--- src/rtl/mac_irq_pkg.sv ---
package mac_irq_pkg;
  // register addresses
  localparam int unsigned REG_SYS   = 0;
  localparam int unsigned REG_TXSTK = 1;
  localparam int unsigned REG_TXIEN = 2;
  localparam int unsigned REG_WAKE  = 3;
  localparam int unsigned REG_MGMT  = 4;

  // system status bit positions
  localparam int unsigned SYS_TXF   = 0;
  localparam int unsigned SYS_WAKE  = 1;
  localparam int unsigned SYS_RXERR = 2;
  localparam int unsigned SYS_TXERR = 3;
  localparam int unsigned SYS_MGMT  = 4;
  localparam int unsigned SYS_BITS  = 5;

  // wakeup status bit positions
  localparam int unsigned WK_MAGIC  = 0;
  localparam int unsigned WK_REMOTE = 1;
  localparam int unsigned WK_BITS   = 2;

  typedef struct packed {
    logic mgmt;
    logic txerr;
    logic rxerr;
    logic wake;
    logic txf;
  } sys_stat_t;
endpackage

--- src/rtl/mac_irq_sticky.sv ---
module mac_irq_sticky #(
  parameter int unsigned W = 1
) (
  input  logic         clk,
  input  logic         rst,
  input  logic [W-1:0] set,
  input  logic [W-1:0] clr,
  output logic [W-1:0] q
);
  logic [W-1:0] q_r;

  always_ff @(posedge clk) begin
    if (rst) q_r <= '0;
    else     q_r <= (q_r & ~clr) | set;
  end

  assign q = q_r;


  set_lands_chk: assert property (@(posedge clk) disable iff (rst)
    (|set) |=> ((q & $past(set)) == $past(set)));

  clr_drops_chk: assert property (@(posedge clk) disable iff (rst)
    (|(clr & ~set)) |=> ((q & $past(clr & ~set)) == '0));

  no_spurious_chk: assert property (@(posedge clk) disable iff (rst)
    1'b1 |=> ((q & ~$past(q) & ~$past(set)) == '0));
endmodule

--- src/rtl/mac_irq_txstat.sv ---
module mac_irq_txstat #(
  parameter int unsigned W = 8
) (
  input  logic         clk,
  input  logic         rst,
  input  logic [W-1:0] evt,
  input  logic [W-1:0] stk_clr,
  input  logic         ien_we,
  input  logic [W-1:0] ien_wdata,
  output logic [W-1:0] stk,
  output logic [W-1:0] ien,
  output logic         cond
);
  logic [W-1:0] ien_r;

  mac_irq_sticky #(.W(W)) u_stk (
    .clk (clk),
    .rst (rst),
    .set (evt),
    .clr (stk_clr),
    .q   (stk)
  );

  always_ff @(posedge clk) begin
    if (rst)         ien_r <= '0;
    else if (ien_we) ien_r <= ien_wdata;
  end

  assign ien  = ien_r;
  assign cond = |(stk & ien_r);


  ien_hold_chk: assert property (@(posedge clk) disable iff (rst)
    !ien_we |=> $stable(ien));

  partial_keep_chk: assert property (@(posedge clk) disable iff (rst)
    (!ien_we && ((stk & ien & ~stk_clr) != '0)) |=> cond);
endmodule

--- src/rtl/mac_irq_dmachk.sv ---
module mac_irq_dmachk (
  input  logic clk,
  input  logic rst,
  input  logic rx_gnt_data,
  input  logic rx_gnt_stat,
  input  logic rx_mem_wr,
  input  logic tx_gnt_data,
  input  logic tx_gnt_stat,
  input  logic tx_mem_wr,
  input  logic clr_rx,
  input  logic clr_tx,
  output logic rx_err,
  output logic tx_err
);
  localparam int unsigned NCH = 2;
  logic [NCH-1:0] bad;
  logic [NCH-1:0] err;

  // receive: both transfers must write memory
  assign bad[0] = (rx_gnt_data | rx_gnt_stat) & ~rx_mem_wr;
  // transmit: data reads memory, status writes memory
  assign bad[1] = (tx_gnt_data & tx_mem_wr) | (tx_gnt_stat & ~tx_mem_wr);

  mac_irq_sticky #(.W(NCH)) u_err (
    .clk (clk),
    .rst (rst),
    .set (bad),
    .clr ({clr_tx, clr_rx}),
    .q   (err)
  );

  assign rx_err = err[0];
  assign tx_err = err[1];


  rx_bad_chk: assert property (@(posedge clk) disable iff (rst)
    ((rx_gnt_data || rx_gnt_stat) && !rx_mem_wr) |=> rx_err);

  rx_ok_chk: assert property (@(posedge clk) disable iff (rst)
    (!rx_err && rx_mem_wr) |=> !rx_err);

  tx_bad_chk: assert property (@(posedge clk) disable iff (rst)
    ((tx_gnt_data && tx_mem_wr) || (tx_gnt_stat && !tx_mem_wr)) |=> tx_err);

  tx_ok_chk: assert property (@(posedge clk) disable iff (rst)
    (!tx_err && !(tx_gnt_data && tx_mem_wr) && !(tx_gnt_stat && !tx_mem_wr)) |=> !tx_err);
endmodule

--- src/rtl/mac_irq_wake.sv ---
module mac_irq_wake
  import mac_irq_pkg::*;
(
  input  logic               clk,
  input  logic               rst,
  input  logic               magic_evt,
  input  logic               remote_evt,
  input  logic [WK_BITS-1:0] seen_clr,
  output logic [WK_BITS-1:0] seen,
  output logic               wake_det
);
  logic [WK_BITS:0] set_v;
  logic [WK_BITS:0] clr_v;
  logic [WK_BITS:0] q_v;

  always_comb begin
    set_v                 = '0;
    set_v[WK_MAGIC]       = magic_evt;
    set_v[WK_REMOTE]      = remote_evt;
    set_v[WK_BITS]        = magic_evt | remote_evt;
    clr_v                 = '0;
    clr_v[WK_BITS-1:0]    = seen_clr;
    clr_v[WK_BITS]        = |seen_clr;
  end

  mac_irq_sticky #(.W(WK_BITS + 1)) u_wk (
    .clk (clk),
    .rst (rst),
    .set (set_v),
    .clr (clr_v),
    .q   (q_v)
  );

  assign seen     = q_v[WK_BITS-1:0];
  assign wake_det = q_v[WK_BITS];


  wake_clr_chk: assert property (@(posedge clk) disable iff (rst)
    ((|seen_clr) && !magic_evt && !remote_evt) |=> !wake_det);

  wake_set_chk: assert property (@(posedge clk) disable iff (rst)
    (magic_evt || remote_evt) |=> wake_det);
endmodule

--- src/rtl/mac_irq_agg.sv ---
module mac_irq_agg
  import mac_irq_pkg::*;
#(
  parameter int unsigned ADDR_W = 3,
  parameter int unsigned DATA_W = 16,
  parameter int unsigned TXS_W  = 8
) (
  input  logic              clk,
  input  logic              rst,
  input  logic              reg_wr_en,
  input  logic [ADDR_W-1:0] reg_wr_addr,
  input  logic [DATA_W-1:0] reg_wr_data,
  input  logic [ADDR_W-1:0] reg_rd_addr,
  output logic [DATA_W-1:0] reg_rd_data,
  input  logic [TXS_W-1:0]  tx_stat_evt,
  input  logic              wake_magic_evt,
  input  logic              wake_remote_evt,
  input  logic              mdio_done_evt,
  input  logic              rx_gnt_data,
  input  logic              rx_gnt_stat,
  input  logic              rx_mem_wr,
  input  logic              tx_gnt_data,
  input  logic              tx_gnt_stat,
  input  logic              tx_mem_wr,
  output logic              irq
);
  localparam logic [ADDR_W-1:0] A_SYS   = ADDR_W'(REG_SYS);
  localparam logic [ADDR_W-1:0] A_TXSTK = ADDR_W'(REG_TXSTK);
  localparam logic [ADDR_W-1:0] A_TXIEN = ADDR_W'(REG_TXIEN);
  localparam logic [ADDR_W-1:0] A_WAKE  = ADDR_W'(REG_WAKE);
  localparam logic [ADDR_W-1:0] A_MGMT  = ADDR_W'(REG_MGMT);

  // write decode
  logic wr_sys, wr_txstk, wr_txien, wr_wake, wr_mgmt;
  assign wr_sys   = reg_wr_en && (reg_wr_addr == A_SYS);
  assign wr_txstk = reg_wr_en && (reg_wr_addr == A_TXSTK);
  assign wr_txien = reg_wr_en && (reg_wr_addr == A_TXIEN);
  assign wr_wake  = reg_wr_en && (reg_wr_addr == A_WAKE);
  assign wr_mgmt  = reg_wr_en && (reg_wr_addr == A_MGMT);

  logic [TXS_W-1:0] txstk_clr;
  logic [WK_BITS-1:0] wake_clr;
  assign txstk_clr = wr_txstk ? reg_wr_data[TXS_W-1:0] : '0;
  assign wake_clr  = wr_wake  ? reg_wr_data[WK_BITS-1:0] : '0;

  // transmit frame status
  logic [TXS_W-1:0] tx_stk, tx_ien;
  logic             tx_cond;
  mac_irq_txstat #(.W(TXS_W)) u_txstat (
    .clk       (clk),
    .rst       (rst),
    .evt       (tx_stat_evt),
    .stk_clr   (txstk_clr),
    .ien_we    (wr_txien),
    .ien_wdata (reg_wr_data[TXS_W-1:0]),
    .stk       (tx_stk),
    .ien       (tx_ien),
    .cond      (tx_cond)
  );

  // wakeup
  logic [WK_BITS-1:0] wake_seen;
  logic               wake_det;
  mac_irq_wake u_wake (
    .clk        (clk),
    .rst        (rst),
    .magic_evt  (wake_magic_evt),
    .remote_evt (wake_remote_evt),
    .seen_clr   (wake_clr),
    .seen       (wake_seen),
    .wake_det   (wake_det)
  );

  // DMA direction checks
  logic rx_err, tx_err;
  mac_irq_dmachk u_dma (
    .clk         (clk),
    .rst         (rst),
    .rx_gnt_data (rx_gnt_data),
    .rx_gnt_stat (rx_gnt_stat),
    .rx_mem_wr   (rx_mem_wr),
    .tx_gnt_data (tx_gnt_data),
    .tx_gnt_stat (tx_gnt_stat),
    .tx_mem_wr   (tx_mem_wr),
    .clr_rx      (wr_sys && reg_wr_data[SYS_RXERR]),
    .clr_tx      (wr_sys && reg_wr_data[SYS_TXERR]),
    .rx_err      (rx_err),
    .tx_err      (tx_err)
  );

  // management transfer done
  logic mgmt_ie_q;
  logic mgmt_done;
  always_ff @(posedge clk) begin
    if (rst)          mgmt_ie_q <= 1'b0;
    else if (wr_mgmt) mgmt_ie_q <= reg_wr_data[0];
  end

  mac_irq_sticky #(.W(1)) u_mgmt (
    .clk (clk),
    .rst (rst),
    .set (mdio_done_evt & mgmt_ie_q),
    .clr (wr_sys & reg_wr_data[SYS_MGMT]),
    .q   (mgmt_done)
  );

  // system status and interrupt
  sys_stat_t sys;
  always_comb begin
    sys.txf   = tx_cond;
    sys.wake  = wake_det;
    sys.rxerr = rx_err;
    sys.txerr = tx_err;
    sys.mgmt  = mgmt_done;
  end

  logic irq_q;
  always_ff @(posedge clk) begin
    if (rst) irq_q <= 1'b0;
    else     irq_q <= |sys;
  end
  assign irq = irq_q;

  // registered read port
  logic [DATA_W-1:0] rd_nxt, rd_q;
  always_comb begin
    rd_nxt = '0;
    case (reg_rd_addr)
      A_SYS:   rd_nxt[SYS_BITS-1:0] = sys;
      A_TXSTK: rd_nxt[TXS_W-1:0]    = tx_stk;
      A_TXIEN: rd_nxt[TXS_W-1:0]    = tx_ien;
      A_WAKE:  rd_nxt[WK_BITS-1:0]  = wake_seen;
      A_MGMT:  rd_nxt[0]            = mgmt_ie_q;
      default: rd_nxt = '0;
    endcase
  end

  always_ff @(posedge clk) begin
    if (rst) rd_q <= '0;
    else     rd_q <= rd_nxt;
  end
  assign reg_rd_data = rd_q;


  irq_cause_chk: assert property (@(posedge clk) disable iff (rst)
    $rose(irq) |-> $past(rx_err || tx_err || tx_cond || wake_det || mgmt_done));

  irq_follow_chk: assert property (@(posedge clk) disable iff (rst)
    (tx_cond || wake_det || mgmt_done) |=> irq);

  dma_unmasked_chk: assert property (@(posedge clk) disable iff (rst)
    (rx_err || tx_err) |=> irq);

  mgmt_gate_chk: assert property (@(posedge clk) disable iff (rst)
    (!mgmt_ie_q && !mgmt_done) |=> !mgmt_done);
endmodule

--- config.mk ---
export PLATFORM = sky130hd
export DESIGN_NAME = mac_irq_agg
export DESIGN_NICKNAME = d
export VERILOG_FILES = /design/src/rtl/mac_irq_pkg.sv /design/src/rtl/mac_irq_sticky.sv /design/src/rtl/mac_irq_txstat.sv /design/src/rtl/mac_irq_dmachk.sv /design/src/rtl/mac_irq_wake.sv /design/src/rtl/mac_irq_agg.sv
export SDC_FILE = /design/constraint.sdc
export NUM_CORES = 1
export LEC_CHECK = 0
export BUFFER_PORTS_ARGS = -buffer_cell sky130_fd_sc_hd__clkbuf_2
export CAP_MARGIN = 20
export CORE_MARGIN = 2
export CORE_UTILIZATION = 47
export CTS_CLUSTER_SIZE = 14
export DETAILED_ROUTE_END_ITERATION = 10
export GPL_ROUTABILITY_DRIVEN = 0
export PLACE_DENSITY = 0.83
export SETUP_SLACK_MARGIN = 0.05
export SYNTH_ARGS = -nofsm -noshare
export SYNTH_HDL_FRONTEND = slang
export SYNTH_SLANG_ARGS = --single-unit
--- constraint.sdc ---
create_clock -name clk -period 1.8 [get_ports clk]
set_input_delay 0.54 -clock clk [delete_from_list [all_inputs] [get_ports clk]]
set_output_delay 0.54 -clock clk [all_outputs]
set_load 0.02 [all_outputs]
# [After elaboration in Yosys (flattened, before gate mapping)]
# Cells that the tools add are included.
[word_totals] register_bits=40 inputBits=42 output_inout_bits=17 elab_cells=58
[op_classes] eq_ne=8 n_mux=6 bitwise=23 n_reduce_logical=12
[op_table] operator="$and 8x8->8" n=2
[op_table] operator="$eq 3x2->1 const B" n=4
[op_table] operator="$reduce_or 12->1" n=1
[op_table] operator="$pmux 3 s3" n=1
[op_table] operator="$mux 8" n=1
[op_table] operator="$not 8->8" n=1
[op_table] operator="$or 8x8->8" n=1
[op_table] operator="$reduce_or 8->1" n=1
[op_table] operator="$logic_and 1x1->1" n=7
[op_table] operator="$and 1x1->1" n=6
[op_table] operator="$eq 3x1->1 const B" n=2
[op_table] operator="$eq 3x3->1 const B" n=2
[op_table] operator="$logic_not 3->1" n=2
[op_table] operator="$pmux 3 s2" n=1
[op_table] operator="$pmux 1 s5" n=1
[op_table] operator="$or 1x1->1" n=4
[op_table] operator="$pmux 1 s4" n=1
[op_table] operator="$and 3x3->3" n=1
[op_table] operator="$not 1->1" n=3
[op_table] operator="$not 3->3" n=1
[op_table] operator="$or 3x3->3" n=1
[op_table] operator="$and 2x2->2" n=1
[op_table] operator="$mux 2" n=1
[op_table] operator="$not 2->2" n=1
[op_table] operator="other kinds (2)" n=2

# [Depth between registers and ports, before layout]
[logic_depth] depth_word=7 ltp_mapped=5 mapped_depth_nobuf=3

# [Hierarchy]
# From an unflattened synthesis, not the netlist that was laid out.
[unflattened] hier_cells=169 area_unflattened_um2=1604.0
[modules_own_cells] module="mac_irq_agg" instances=1 cells_per_inst=77 area_per_inst_um2=649.4
[modules_own_cells] module="mac_irq_sticky (u_txstat.u_stk)" instances=1 cells_per_inst=33 area_per_inst_um2=381.6
[modules_own_cells] module="mac_irq_txstat" instances=1 cells_per_inst=31 area_per_inst_um2=321.6
[modules_own_cells] module="mac_irq_sticky (u_wake.u_wk)" instances=1 cells_per_inst=12 area_per_inst_um2=105.1
[modules_own_cells] module="mac_irq_sticky (u_dma.u_err)" instances=1 cells_per_inst=8 area_per_inst_um2=70.1
[modules_own_cells] module="mac_irq_sticky (u_mgmt)" instances=1 cells_per_inst=4 area_per_inst_um2=38.8
[modules_own_cells] module="mac_irq_dmachk" instances=1 cells_per_inst=2 area_per_inst_um2=25.0
[modules_own_cells] module="mac_irq_wake" instances=1 cells_per_inst=2 area_per_inst_um2=12.5

# [Least setup slack after synthesis]
# No wires, ideal clock.
[synth_timing] path_type="input to register" startpoint="in reg_rd_addr[1]" endpoint="reg rd_q[0] (netlist: reg_rd_data[0])" t_arrival_ns=1.384 t_required_ns=1.677 setup_slack_ns=0.293 cell_stages=4 path_buffers=1 cell_sequence="buf_2 mux2_1 a311oi_1 o22ai_1"
[synth_between] elab_chain_len=2 elab_cells_between_ends=6
[synth_lines] item="start, declared" line="mac_irq_agg.sv:13" source="input logic [ADDR_W-1:0] reg_rd_addr,"
[synth_lines] item="$eq 3x3->1 (tied with other cells)" line="mac_irq_agg.sv:128" source="case (reg_rd_addr)"
[synth_lines] item="$pmux 1 s5 (*)" line="mac_irq_agg.sv:128"
[synth_lines] item="end signal, assigned" line="mac_irq_agg.sv:140" source="else rd_q <= rd_nxt;"
[synth_lines] item="end, declared" line="mac_irq_agg.sv:125" source="logic [DATA_W-1:0] rd_nxt, rd_q;"
# Mark *: on every way between the ends. The rest lies on a longest branch, timed or not.
# A chain may end at the register's enable or synchronous reset.

# [Worst setup path after layout]
[layout_timing] startpoint="reg rd_q[6] (netlist: reg_rd_data[6])" endpoint="out reg_rd_data[6]"
[layout_rtl] item="end, declared" line="mac_irq_agg.sv:14" source="output logic [DATA_W-1:0] reg_rd_data,"
# No word-level cell between the ends.

==> flow_summary_export.csv <==
group,metric,value,unit
power,power.leakage,0.000797,µW
detailed_routing,vias_per_cell,5.03,
worst_setup_path,cp.depth,1,
timing,finalSetupViolations,0,
min_path,hold_depth,3,
power,combinationalPowerShare,13.1,%
power,clkPwrFrac,31.2,%
worst_setup_path,critPathKind,"reg -> out",
clock_network,htreeDepth,2,
synth,synth_edf_count,0,
run,cap_violations,0,
detailed_routing,wirelength,2.72,mm
worst_setup_path,cp-end-kind,"output pin",
final_layout,final_cells,234,
die,start_util,48.0,%
worst_setup_path,critPathMaxStageDelay,0.32,ns
run_status,outcome,"completed",
worst_setup_path,slowest_stage,"dfxtp_1",
worst_setup_path,path_cells,"clkbuf_2",
placed_design,hpwl,2.10,mm
worst_setup_path,cp_max_fo,1,
die,die_h,59.1,µm
timing,hold_violations,0,
synth,synth_area_leaders,"dfxtp_1 45%, mux2i_1 9.1%, inv_1 5.0%",
die,row_count,20,
global_route,grt_max_degree,26,
placed_design,dpl.cell_count,226,
synth,ys_warn_count,0,
timing,period_share,75.0,%
clock_network,path_clk_slew,0.10,ns
synth,synth_flop_cell,"dfxtp_1",
worst_setup_path,startpoint_type,"flip-flop",
global_route,antenna_found_initial,0,
timing,min_period,1.35,ns
die,ios,59,
worst_setup_path,cp_top_family,"flip-flops",
synth,yosys.area.top_type_share,44.8,%
synth,yosysMostFrequentCell,"dfxtp_1",
global_route,grt-ovfl-total,0,
die,core_area,0.00298,mm²
power,seqPwrFrac,55.8,%
final_layout,antenna-diode-count,0,
detailed_routing,dr_total_vias,1178,
detailed_routing,drc,0,
timing,skew,0.00649,ns
synth,ys_seq_elements,32,
timing,timing.setup.tns,0,ns
worst_setup_path,crit_arrival,0.81,ns
timing,grt_setup_unrepaired,"no",
power,switching_share,26.2,%
power,max-vdd-ir-drop,0.303,mV
clock_network,cts.repair.resized,0,
synth,ys_seq_area_share,44.8,%
final_layout,area_growth,18.5,%
worst_setup_path,crit_required,1.26,ns
die,die_x,59.1,µm
synth,syn-cell-area,0.00143,mm²
final_layout,fillerInstances,283,
detailed_routing,ant_nets,0,
clock_network,cts_tree,"yes",
timing,drv_slew,0,
synth,yosysTopAreaCell,"dfxtp_1",
clock_network,cts_setup_buffers,0,
power,p_int,1010,µW
min_path,worstHoldPathType,"in -> reg",
global_route,grt_pass1_vias,1056,
power,p_sw,357,µW
clock_network,numCtsBuffers,5,
detailed_routing,wl_per_cell,11.6,µm
clock_network,clkSinkCount,32,
power,cellPowerDensity,806,mW/mm²
placed_design,port_buffers,42,
worst_setup_path,rr_worst_depth,3,
detailed_routing,drtPass1Iterations,4,
worst_setup_path,critPathBufInv,1,
synth,synth.avg_cell_area,9.22,µm²
die,die-area,0.00350,mm²
clock_network,hold_buffers,0,
clock_network,cts-root-buf,"clkbuf_4",
final_layout,layout.nets,242,
clock_network,clock_path_buffers,2,
global_route,grt_pass1_wl,4.51,mm
synth,synth_commonest_cells,"32 x dfxtp_1, 19 x inv_1, 17 x nor2_1, 13 x mux2i_1, 12 x a21oi_1",
synth,synth_cell_types,32,
synth,synthArstFlopShare,0,%
global_route,grt.total_usage,17.5,%
synth,synthesis.instances,155,
final_layout,drive_above_1_share,27.9,%
timing,max_freq,741,MHz
clock_network,clock_latency,0.34,ns
detailed_routing,drt_iter0_drc,21,
## routing by layer
metal	track usage [%]	up-vias	share of wire, %
li1	-	608	-
met4	8.77	0	2.4
met5	0	-	0
met2	27.5	31	46
met3	5.68	6	5.5
met1	21.5	533	46
## sequential cells by signal, summed over array words and instances, names as in the netlist
register and cells:
irq 1, mgmt_ie_q 1, reg_rd_data 8, u_dma.u_err.q 2, u_mgmt.q 1, u_txstat.ien 8
u_txstat.u_stk.q 8, u_wake.u_wk.q 3
## tightest hold or removal path, stage by stage
cell,delay (ns)
clkbuf_2,0.08
inv_1,0.04
a21oi_1,0.05
## stage by stage
step / setup WS (ns) / total power (µW) / utilization, % / instance area [µm²] / hold WS [ns]
after floorplan: 0.293 / 900 / - / 1460 / 0.439
after global placement: 0.211 / 951 / 54.8 / 1630 / 0.465
after detailed placement: 0.208 / 956 / 54.8 / 1630 / 0.466
after CTS: 0.430 / 1370 / 56.8 / 1690 / 0.398
after global routing: 0.401 / 1420 / 56.8 / 1690 / 0.415
final: 0.450 / 1360 / 56.8 / 1690 / 0.406
## path summary, 6_finish.rpt
| path | startpoint | endpoint | slack, ns |
|---|---|---|---|
| hold reg to reg | mgmt_ie_q$_SDFFE_PP0P_ | u_mgmt.q$_SDFF_PP0_ | 0.48 |
| hold / removal | tx_stat_evt[6] | u_txstat.u_stk.q[6]$_SDFF_PP0_ | 0.41 |
| setup / recovery | reg_rd_data[6]$_SDFF_PP0_ | reg_rd_data[6] | 0.45 |
| setup reg to reg | u_txstat.u_stk.q[0]$_SDFF_PP0_ | reg_rd_data[0]$_SDFF_PP0_ | 0.63 |
## cell type report
cell class / count / area [µm²] / area share, %
multi-input combinational: 96 / 638 / 37.7
clock inverter: 2 / 10.0 / 0.591
sequential: 32 / 641 / 37.8
timing repair buffer: 46 / 240 / 14.2
inverter: 19 / 71.3 / 4.21
clock buffer: 6 / 51.3 / 3.03
tap: 33 / 41.3 / 2.44
## power by group through the flow
stage                     combinational [µW]  sequential, µW  clock, µW
final                                    178             761        425
after global routing                     200             765        458
after CTS                                179             761        434
after detailed placement                 179             777          0
after global placement                   175             776          0
after floorplan                          122             779          0
## cell families (layout without fill, tap and decap cells)
family          Yosys count  count (layout)  share of synthesized area, %
compound gates           40              40                          17.5
mux                      15              15                          11.5
simple gates             33              33                          13.6
other cells               1               8                         0.262
buf+inv                  34              73                          12.3
flops                    32              32                          44.8
## cells in the final DEF, fill, tap and decap left out
| cell type | n |
|---|---|
| a21bo_2 | 1 |
| a21oi_1 | 12 |
| a22oi_1 | 7 |
| a2bb2oi_1 | 3 |
| a311oi_1 | 3 |
| a31oi_1 | 1 |
| and4_1 | 1 |
| and4b_1 | 1 |
| and4bb_1 | 1 |
| buf_4 | 4 |
| clkbuf_2 | 42 |
| clkbuf_4 | 5 |
| clkbuf_8 | 1 |
| clkinv_2 | 2 |
| conb_1 | 8 |
| dfxtp_1 | 32 |
| inv_1 | 19 |
| mux2_1 | 1 |
| mux2i_1 | 13 |
| mux4_2 | 1 |
| nand2_1 | 1 |
| nand4bb_1 | 1 |
| nor2_1 | 17 |
| nor2b_1 | 3 |
| nor4_1 | 1 |
| nor4bb_1 | 3 |
| o21ai_0 | 8 |
| o21ai_1 | 3 |
| o21bai_1 | 1 |
| o22ai_1 | 1 |
| or2_1 | 2 |
| or3_1 | 1 |
| or4b_1 | 1 |
(Power assumes the default switching activity.)
